==> src/rtl/cache2w_pkg.sv <==
package cache2w_pkg;

  typedef enum logic [1:0] {
    ST_IDLE  = 2'd0,
    ST_WBACK = 2'd1,
    ST_FETCH = 2'd2,
    ST_RESP  = 2'd3
  } cstate_e;

  // Read one byte lane of a block word; lane 0 is the low byte.
  function automatic logic [7:0] lane_get(input logic [31:0] word, input logic [1:0] off);
    return word[{3'd0, off} * 5'd8 +: 8];
  endfunction

  // Replace one byte lane of a block word.
  function automatic logic [31:0] lane_put(input logic [31:0] word, input logic [1:0] off,
                                           input logic [7:0] val);
    logic [31:0] res;
    res = word;
    res[{3'd0, off} * 5'd8 +: 8] = val;
    return res;
  endfunction

endpackage

==> src/rtl/cache2w_way.sv <==
module cache2w_way #(
  parameter int SET_BITS = 4,
  parameter int TAG_W    = 18,
  parameter int LINE_W   = 32
) (
  input  logic                clk,
  input  logic                rst_n,
  input  logic [SET_BITS-1:0] rd_set,
  output logic                rd_valid,
  output logic                rd_dirty,
  output logic [TAG_W-1:0]    rd_tag,
  output logic [LINE_W-1:0]   rd_data,
  input  logic                wr_en,
  input  logic [SET_BITS-1:0] wr_set,
  input  logic [TAG_W-1:0]    wr_tag,
  input  logic [LINE_W-1:0]   wr_data,
  input  logic                wr_dirty
);
  localparam int SETS = 1 << SET_BITS;

  logic [SETS-1:0]   valid_q;
  logic [SETS-1:0]   dirty_q;
  logic [TAG_W-1:0]  tag_q  [SETS];
  logic [LINE_W-1:0] data_q [SETS];

  always_ff @(posedge clk) begin
    if (!rst_n) begin
      valid_q <= '0;
      dirty_q <= '0;
    end else if (wr_en) begin
      valid_q[wr_set] <= 1'b1;
      dirty_q[wr_set] <= wr_dirty;
    end
  end

  always_ff @(posedge clk) begin
    if (wr_en) begin
      tag_q[wr_set]  <= wr_tag;
      data_q[wr_set] <= wr_data;
    end
  end

  assign rd_valid = valid_q[rd_set];
  assign rd_dirty = dirty_q[rd_set];
  assign rd_tag   = tag_q[rd_set];
  assign rd_data  = data_q[rd_set];
endmodule

==> src/rtl/cache2w_lru.sv <==
module cache2w_lru #(
  parameter int SET_BITS = 4
) (
  input  logic                clk,
  input  logic                rst_n,
  input  logic [SET_BITS-1:0] rd_set,
  output logic                rd_way0_recent,
  input  logic                touch_en,
  input  logic [SET_BITS-1:0] touch_set,
  input  logic                touch_way
);
  localparam int SETS = 1 << SET_BITS;

  // One flag per set: 1 means way 0 was used last, so way 1 is the eviction choice.
  logic [SETS-1:0] recent_q;

  always_ff @(posedge clk) begin
    if (!rst_n)        recent_q <= '0;
    else if (touch_en) recent_q[touch_set] <= (touch_way == 1'b0);
  end

  assign rd_way0_recent = recent_q[rd_set];
endmodule

==> src/rtl/cache2w_top.sv <==
module cache2w_top
  import cache2w_pkg::*;
#(
  parameter int ADDR_W   = 24,
  parameter int SET_BITS = 4
) (
  input  logic                       clk,
  input  logic                       rst_n,
  input  logic                       cpu_req,
  input  logic                       cpu_we,
  input  logic [ADDR_W-1:0]          cpu_addr,
  input  logic [7:0]                 cpu_wdata,
  output logic [7:0]                 cpu_rdata,
  output logic                       cpu_ready,
  output logic                       mem_req,
  output logic                       mem_we,
  output logic [ADDR_W-3:0]          mem_addr,
  output logic [31:0]                mem_wdata,
  input  logic [31:0]                mem_rdata,
  input  logic                       mem_ack
);
  localparam int OFF_W = 2;
  localparam int TAG_W = ADDR_W - SET_BITS - OFF_W;
  localparam int BLK_W = ADDR_W - OFF_W;
  localparam int WAYS  = 2;

  cstate_e st_q, st_d;
  logic [ADDR_W-1:0] q_addr;
  logic              q_we;
  logic [7:0]        q_wdata;
  logic              q_victim;
  logic [7:0]        rdata_q;

  // Lookup fields: live request while idle, held request otherwise.
  logic                is_idle;
  logic [ADDR_W-1:0]   look_addr;
  logic                look_we;
  logic [7:0]          look_wdata;
  logic [OFF_W-1:0]    look_off;
  logic [SET_BITS-1:0] look_set;
  logic [TAG_W-1:0]    look_tag;

  assign is_idle    = (st_q == ST_IDLE);
  assign look_addr  = is_idle ? cpu_addr  : q_addr;
  assign look_we    = is_idle ? cpu_we    : q_we;
  assign look_wdata = is_idle ? cpu_wdata : q_wdata;
  assign look_off   = look_addr[OFF_W-1:0];
  assign look_set   = look_addr[OFF_W +: SET_BITS];
  assign look_tag   = look_addr[ADDR_W-1 -: TAG_W];

  logic [WAYS-1:0]  w_valid, w_dirty, w_wr_en, hit_vec;
  logic [TAG_W-1:0] w_tag  [WAYS];
  logic [31:0]      w_data [WAYS];
  logic [31:0]      wr_data;
  logic             wr_dirty, wr_any, wr_sel_way;
  logic             way0_recent, pick_victim, vic_dirty;
  logic             hit_any, hit_way;

  // Named events used by the checker.
  logic acc_start, acc_hit, acc_miss, wb_done, fill_done;

  assign hit_any     = |hit_vec;
  assign hit_way     = hit_vec[1];
  assign pick_victim = !w_valid[0] ? 1'b0 : (!w_valid[1] ? 1'b1 : way0_recent);
  assign vic_dirty   = w_dirty[pick_victim];

  assign acc_start = is_idle && cpu_req;
  assign acc_hit   = acc_start && hit_any;
  assign acc_miss  = acc_start && !hit_any;
  assign wb_done   = (st_q == ST_WBACK) && mem_ack;
  assign fill_done = (st_q == ST_FETCH) && mem_ack;

  assign wr_any     = (acc_hit && look_we) || fill_done;
  assign wr_sel_way = fill_done ? q_victim : hit_way;
  assign wr_dirty   = fill_done ? q_we : 1'b1;
  assign wr_data    = fill_done ? (q_we ? lane_put(mem_rdata, look_off, q_wdata) : mem_rdata)
                                : lane_put(w_data[hit_way], look_off, look_wdata);

  for (genvar g = 0; g < WAYS; g++) begin : g_way
    localparam logic WAY_ID = 1'(g);
    assign hit_vec[g] = w_valid[g] && (w_tag[g] == look_tag);
    assign w_wr_en[g] = wr_any && (wr_sel_way == WAY_ID);
    cache2w_way #(.SET_BITS(SET_BITS), .TAG_W(TAG_W), .LINE_W(32)) u_way (
      .clk      (clk),
      .rst_n    (rst_n),
      .rd_set   (look_set),
      .rd_valid (w_valid[g]),
      .rd_dirty (w_dirty[g]),
      .rd_tag   (w_tag[g]),
      .rd_data  (w_data[g]),
      .wr_en    (w_wr_en[g]),
      .wr_set   (look_set),
      .wr_tag   (look_tag),
      .wr_data  (wr_data),
      .wr_dirty (wr_dirty)
    );
  end

  cache2w_lru #(.SET_BITS(SET_BITS)) u_lru (
    .clk            (clk),
    .rst_n          (rst_n),
    .rd_set         (look_set),
    .rd_way0_recent (way0_recent),
    .touch_en       (acc_hit || fill_done),
    .touch_set      (look_set),
    .touch_way      (wr_sel_way)
  );

  always_comb begin
    st_d = st_q;
    unique case (st_q)
      ST_IDLE:  if (acc_hit) st_d = ST_RESP;
                else if (acc_miss) st_d = vic_dirty ? ST_WBACK : ST_FETCH;
      ST_WBACK: if (wb_done) st_d = ST_FETCH;
      ST_FETCH: if (fill_done) st_d = ST_RESP;
      ST_RESP:  st_d = ST_IDLE;
      default:  st_d = ST_IDLE;
    endcase
  end

  always_ff @(posedge clk) begin
    if (!rst_n) begin
      st_q     <= ST_IDLE;
      q_addr   <= '0;
      q_we     <= 1'b0;
      q_wdata  <= '0;
      q_victim <= 1'b0;
      rdata_q  <= '0;
    end else begin
      st_q <= st_d;
      if (acc_start) begin
        q_addr   <= cpu_addr;
        q_we     <= cpu_we;
        q_wdata  <= cpu_wdata;
        q_victim <= pick_victim;
      end
      if (acc_hit)
        rdata_q <= look_we ? look_wdata : lane_get(w_data[hit_way], look_off);
      else if (fill_done)
        rdata_q <= q_we ? q_wdata : lane_get(mem_rdata, look_off);
    end
  end

  assign cpu_rdata = rdata_q;
  assign cpu_ready = (st_q == ST_RESP);
  assign mem_req   = (st_q == ST_WBACK) || (st_q == ST_FETCH);
  assign mem_we    = (st_q == ST_WBACK);
  assign mem_addr  = mem_we ? BLK_W'({w_tag[q_victim], look_set}) : BLK_W'({look_tag, look_set});
  assign mem_wdata = w_data[q_victim];
endmodule

==> config.mk <==
export PLATFORM = sky130hd
export DESIGN_NAME = cache2w_top
export DESIGN_NICKNAME = d
export VERILOG_FILES = /design/src/rtl/cache2w_pkg.sv /design/src/rtl/cache2w_way.sv /design/src/rtl/cache2w_lru.sv /design/src/rtl/cache2w_top.sv
export SDC_FILE = /design/constraint.sdc
export NUM_CORES = 2
export LEC_CHECK = 0
export BUFFER_PORTS_ARGS = -buffer_cell sky130_fd_sc_hd__buf_2
export CORE_UTILIZATION = 62
export DETAILED_ROUTE_END_ITERATION = 10
export PLACE_DENSITY = 0.82
export SYNTH_ARGS = -nofsm -noshare
export SYNTH_HDL_FRONTEND = slang
export SYNTH_HIERARCHICAL = 1
export SYNTH_SLANG_ARGS = --single-unit
export TNS_END_PERCENT = 1
==> constraint.sdc <==
create_clock -name clk -period 12.8 [get_ports clk]
set_input_delay 1.92 -clock clk [delete_from_list [all_inputs] [get_ports clk]]
set_output_delay 1.92 -clock clk [all_outputs]
set_load 0.02 [all_outputs]
==> results.md <==
- The run finished with clean final reports.
- The kind of end point of the critical path is a flop.
- The final layout contains routed wiring with a total length of 191000 um.
- In the routed layout, each cell is associated on average with a via count of 7.22.
- The worst setup margin is 3.00 ns.
- The post-detailed-placement half-perimeter wirelength is 106000 um.
- The final number of hold-violating endpoints is 0.
- The width of the die is 336 um.
- In the synthesized netlist the async set-or-reset flop fraction comes to 0%.
- The gate count of the mapped netlist is 3637.
- In this run the tightest slew margin relative to its limit is 3.13%.
- The clock tree from TritonCTS is yes.
- The setup TNS is 0 ns.
- The post-CTS setup buffer count is 0.
- The maximum clock path buffer count is 3.
- STA classifies the critical path startpoint as an input pin.
- After clock tree synthesis, the clock-pin slew on the worst setup and hold paths is 0.06 ns.
- The kind of cell with the highest combined delay along the critical path is simple AND/OR/NAND/NOR gates.
- Detailed routing inserted a total of 39242 vias.
- The library cell used most frequently in the layout, excluding fill and tap cells, is sky130_fd_sc_hd__edfxtp_1.
- Static timing analysis puts the maximum clock frequency at 102 MHz.
- The number of violations of the max-capacitance limit is 0.
- After detailed routing, the average wire length per cell comes to 35.1 um.
- The all-layer global routing usage is 34.3%.
- For this run, the detailed router's first-pass iteration total came to 7.
- In the synthesized netlist the dominant register cell turns out to be sky130_fd_sc_hd__edfxtp_1.
- The portion of the clock cycle consumed by the worst path in the final layout is 76.6%.
- Yosys mapped a number of flops with a built-in enable equal to 1600.
- The count of distinct cell types in the synthesized netlist is 61.
- The mapped netlist covers 69300 um^2.
- At the pin with the least slew margin, the transition time is 1.45 ns.
- The largest net degree at the start of global routing is 135.
- The power per cell area is 245 nW/um^2.
- The arrival time of the worst setup path is 10.23 ns.
- The number of antenna violations at the first check in global routing came to 6.
- After filler insertion, the fill cell instance count of the layout stands at 6529.
- The buffers plus inverters on the worst setup path is 4.
- Hold repair after CTS inserted 0 buffers.
- After detailed placement, the total cell area comes to 71800 um^2.
- Setup repair after global routing left no endpoint under its margin.
- The die area is 113000 um^2.
- The required time at the endpoint of the critical path is 13.23 ns.
- After the last flow step, the layout net total stands at 3875.
- Walking the worst path, the cells encountered are buf_2 -> mux2_8 -> buf_12 -> mux4_2 -> a22oi_1 -> nand2_1 -> xnor2_1 -> nor4_1 -> nand2_1 -> or2_1 -> o22ai_4 -> buf_4 -> a21oi_1 -> nor2_1 -> nand3_1 -> nor2_4 -> buf_4.
- The fraction of the core area covered by cells at the end of the flow is 69.8%.
- OpenSTA, run right after detailed placement, puts the worst setup slack at 2.77 ns.
- The finished cells cover 77300 um^2.
- The maximum clock skew at final layout is 0.0307 ns.
- The number of nets in the synthesized netlist is 3716.
- The die outline height is 336 um.
- The largest individual stage delay along the critical path comes from the cell sky130_fd_sc_hd__nor2_4.
- The count of pins on the block boundary is 134.
- The detailed-route DRC error count is 0.
- In this run the static leakage power is 24.8 nW.
- The overall overflow remaining after global route is 0.
- The congestion estimate from routability-driven global placement came to 0.947.
- The insertion delay of the later-clocked pin in the worst-skew pair is 0.80 ns.
- The clock period could shrink to 9.80 ns.
- After floorplanning, the core was sized to cover 111000 um^2.
- The TritonCTS sink count is 1724.
- The post-synthesis register bit count is 1724.
- In this design, the stage delay of the slowest critical-path cell is 1.22 ns.
- Row generation in the floorplan step produced 122 rows.
- The number of H-tree branching levels is 4.
- The remaining antenna violation count after routing is 0.
- CTS placed an instance of sky130_fd_sc_hd__clkbuf_16 at the clock tree root.
- The category of the critical setup timing path is in -> reg.
- The starting density of the core is 62.6%.
- After clock tree synthesis, the repair step resized 0 gates.
- The library cells used most frequently in the layout, excluding fill and tap cells, are 1600 x sky130_fd_sc_hd__edfxtp_1, 416 x sky130_fd_sc_hd__mux4_2, 249 x sky130_fd_sc_hd__nand2_1.
- The count of warnings emitted by yosys is 6.
- In this run the tool buffered the top-level ports with 133 buffer cells.
- The number of max-slew violations in the final report is 0.
- The maximum vdd ir drop is 0.000191 V.
- The fraction of final layout cells sized beyond drive strength 1 is 25.4%.
- The tightest hold margin is 0.455 ns.
- The via count of the first global-routing pass is 38770.
- The first global-routing pass estimated 272000 um of wire.
- Setup violations remaining at the end of the flow were counted as 0.
- The worst hold path class is reg -> reg.
- Of the synthesized area, sequential elements account for 72.9%.
- The detailed router finished its first iteration with 7208 violations.
- After synthesis, the mean cell area works out to 19.1 um^2.
- The layout overhead on the synthesized area is 11.5%.
- The number of buffers added by the clock tree synthesis step is 165.
- The largest fanout on the critical path is 98.
==> worst paths after layout <==
kind                                  start                       endpoint  slack, ns  cells after the start
worst max-delay path            cpu_addr[2]  g_way[1].u_way/data_q[11][17]       3.00                     17
worst min-delay path              q_addr[5]                      q_addr[5]       0.46                      2
worst max register to register      st_q[1]  g_way[1].u_way/data_q[11][17]       3.24                     18
worst min register to register    q_addr[5]                      q_addr[5]       0.46                      2
==> power by group <==
| part | internal (mW) | switching [mW] |
|---|---|---|
| clock | 2.83 | 2.12 |
| sequential | 7.46 | 0.0780 |
| combinational | 1.96 | 4.48 |
==> stage by stage <==
| step | instances | total power [mW] |
|---|---|---|
| floorplan | 3637 | 11.5 |
| global placement | 5117 | 13.6 |
| detailed placement | 5117 | 13.8 |
| CTS | 5423 | 18.7 |
| global route | 5428 | 19.3 |
| finish | 5433 | 18.9 |
==> cell usage after synthesis (all sizes together) (3+ instances only) <==
cell	count	area, um^2
a211o	3	26.3
a211oi	14	105
a21oi	152	761
a221oi	32	280
a22oi	208	1560
a311oi	25	219
a31oi	8	50.1
a41oi	5	43.8
and2	14	87.6
and3	15	93.8
and3b	10	87.6
buf	97	712
clkbuf	143	537
dfxtp	124	2480
edfxtp	1600	48000
ha	10	125
inv	30	113
mux2	38	428
mux2i	89	921
mux4	420	9470
nand2	250	938
nand2b	7	43.8
nand3	47	240
nand3b	4	30.0
nand4	3	18.8
nor2	69	262
nor2b	10	62.6
nor3	23	115
nor3b	6	67.6
nor4	21	144
o21a	32	240
o21ai	17	85.1
o22a	32	280
o31ai	18	135
o41ai	4	35.0
or3	5	31.3
xnor2	35	307
==> worst min-delay path: cells and delay by family, from the launching register on <==
kind / cells / cell delay, ns
AND/OR/NAND/NOR: 1 / 0.05
flip-flops: 1 / 0.30
AO/OA/AOI/OAI: 1 / 0.05
==> layer usage <==
| metal | routed length (um) | GRT usage [%] | vias to the layer above | share of wire (%) |
|---|---|---|---|---|
| li1 | - | - | 15355 | - |
| met5 | 294 | 1.40 | - | 0.15 |
| met1 | 65400 | 46.6 | 19792 | 34 |
| met4 | 8780 | 14.5 | 12 | 4.6 |
| met3 | 29200 | 11.4 | 572 | 15 |
| met2 | 86900 | 51.2 | 3511 | 46 |
==> area by class of cell <==
class	count	area, um^2	share of cell area (%)
diodes	10	25.0	0.0324
clock buffers	211	4430	5.73
clock inverters	95	1040	1.35
inverters	31	116	0.150
multi-input cells	1642	17900	23.1
flip-flops and latches	1724	50500	65.4
well taps	1488	1860	2.41
repair buffers	232	1450	1.87
==> state kept, by name, summed over array words and instances (netlist names) <==
register and cells:
g_way.u_way/tag_q 576, st_q 2, cpu_rdata 8, g_way.u_way/dirty_q 32, u_lru/recent_q 16, q_we 1
g_way.u_way/data_q 1024, q_victim 1, q_wdata 8, q_addr 24, g_way.u_way/valid_q 32
==> kinds of logic (layout without fill, tap and decap cells) <==
| kind of cell | Yosys count | after routing | share of synthesized area [%] |
|---|---|---|---|
| simple gates | 489 | 489 | 3.26 |
| other cells | 0 | 10 | 0 |
| buf+inv | 271 | 569 | 1.97 |
| flops | 1724 | 1724 | 72.9 |
| fa+ha+maj | 10 | 10 | 0.180 |
| mux | 547 | 547 | 15.6 |
| compound gates | 560 | 560 | 5.65 |
| xor+xnor | 36 | 36 | 0.455 |
No activity file was read; power rests on OpenSTA's default activity.
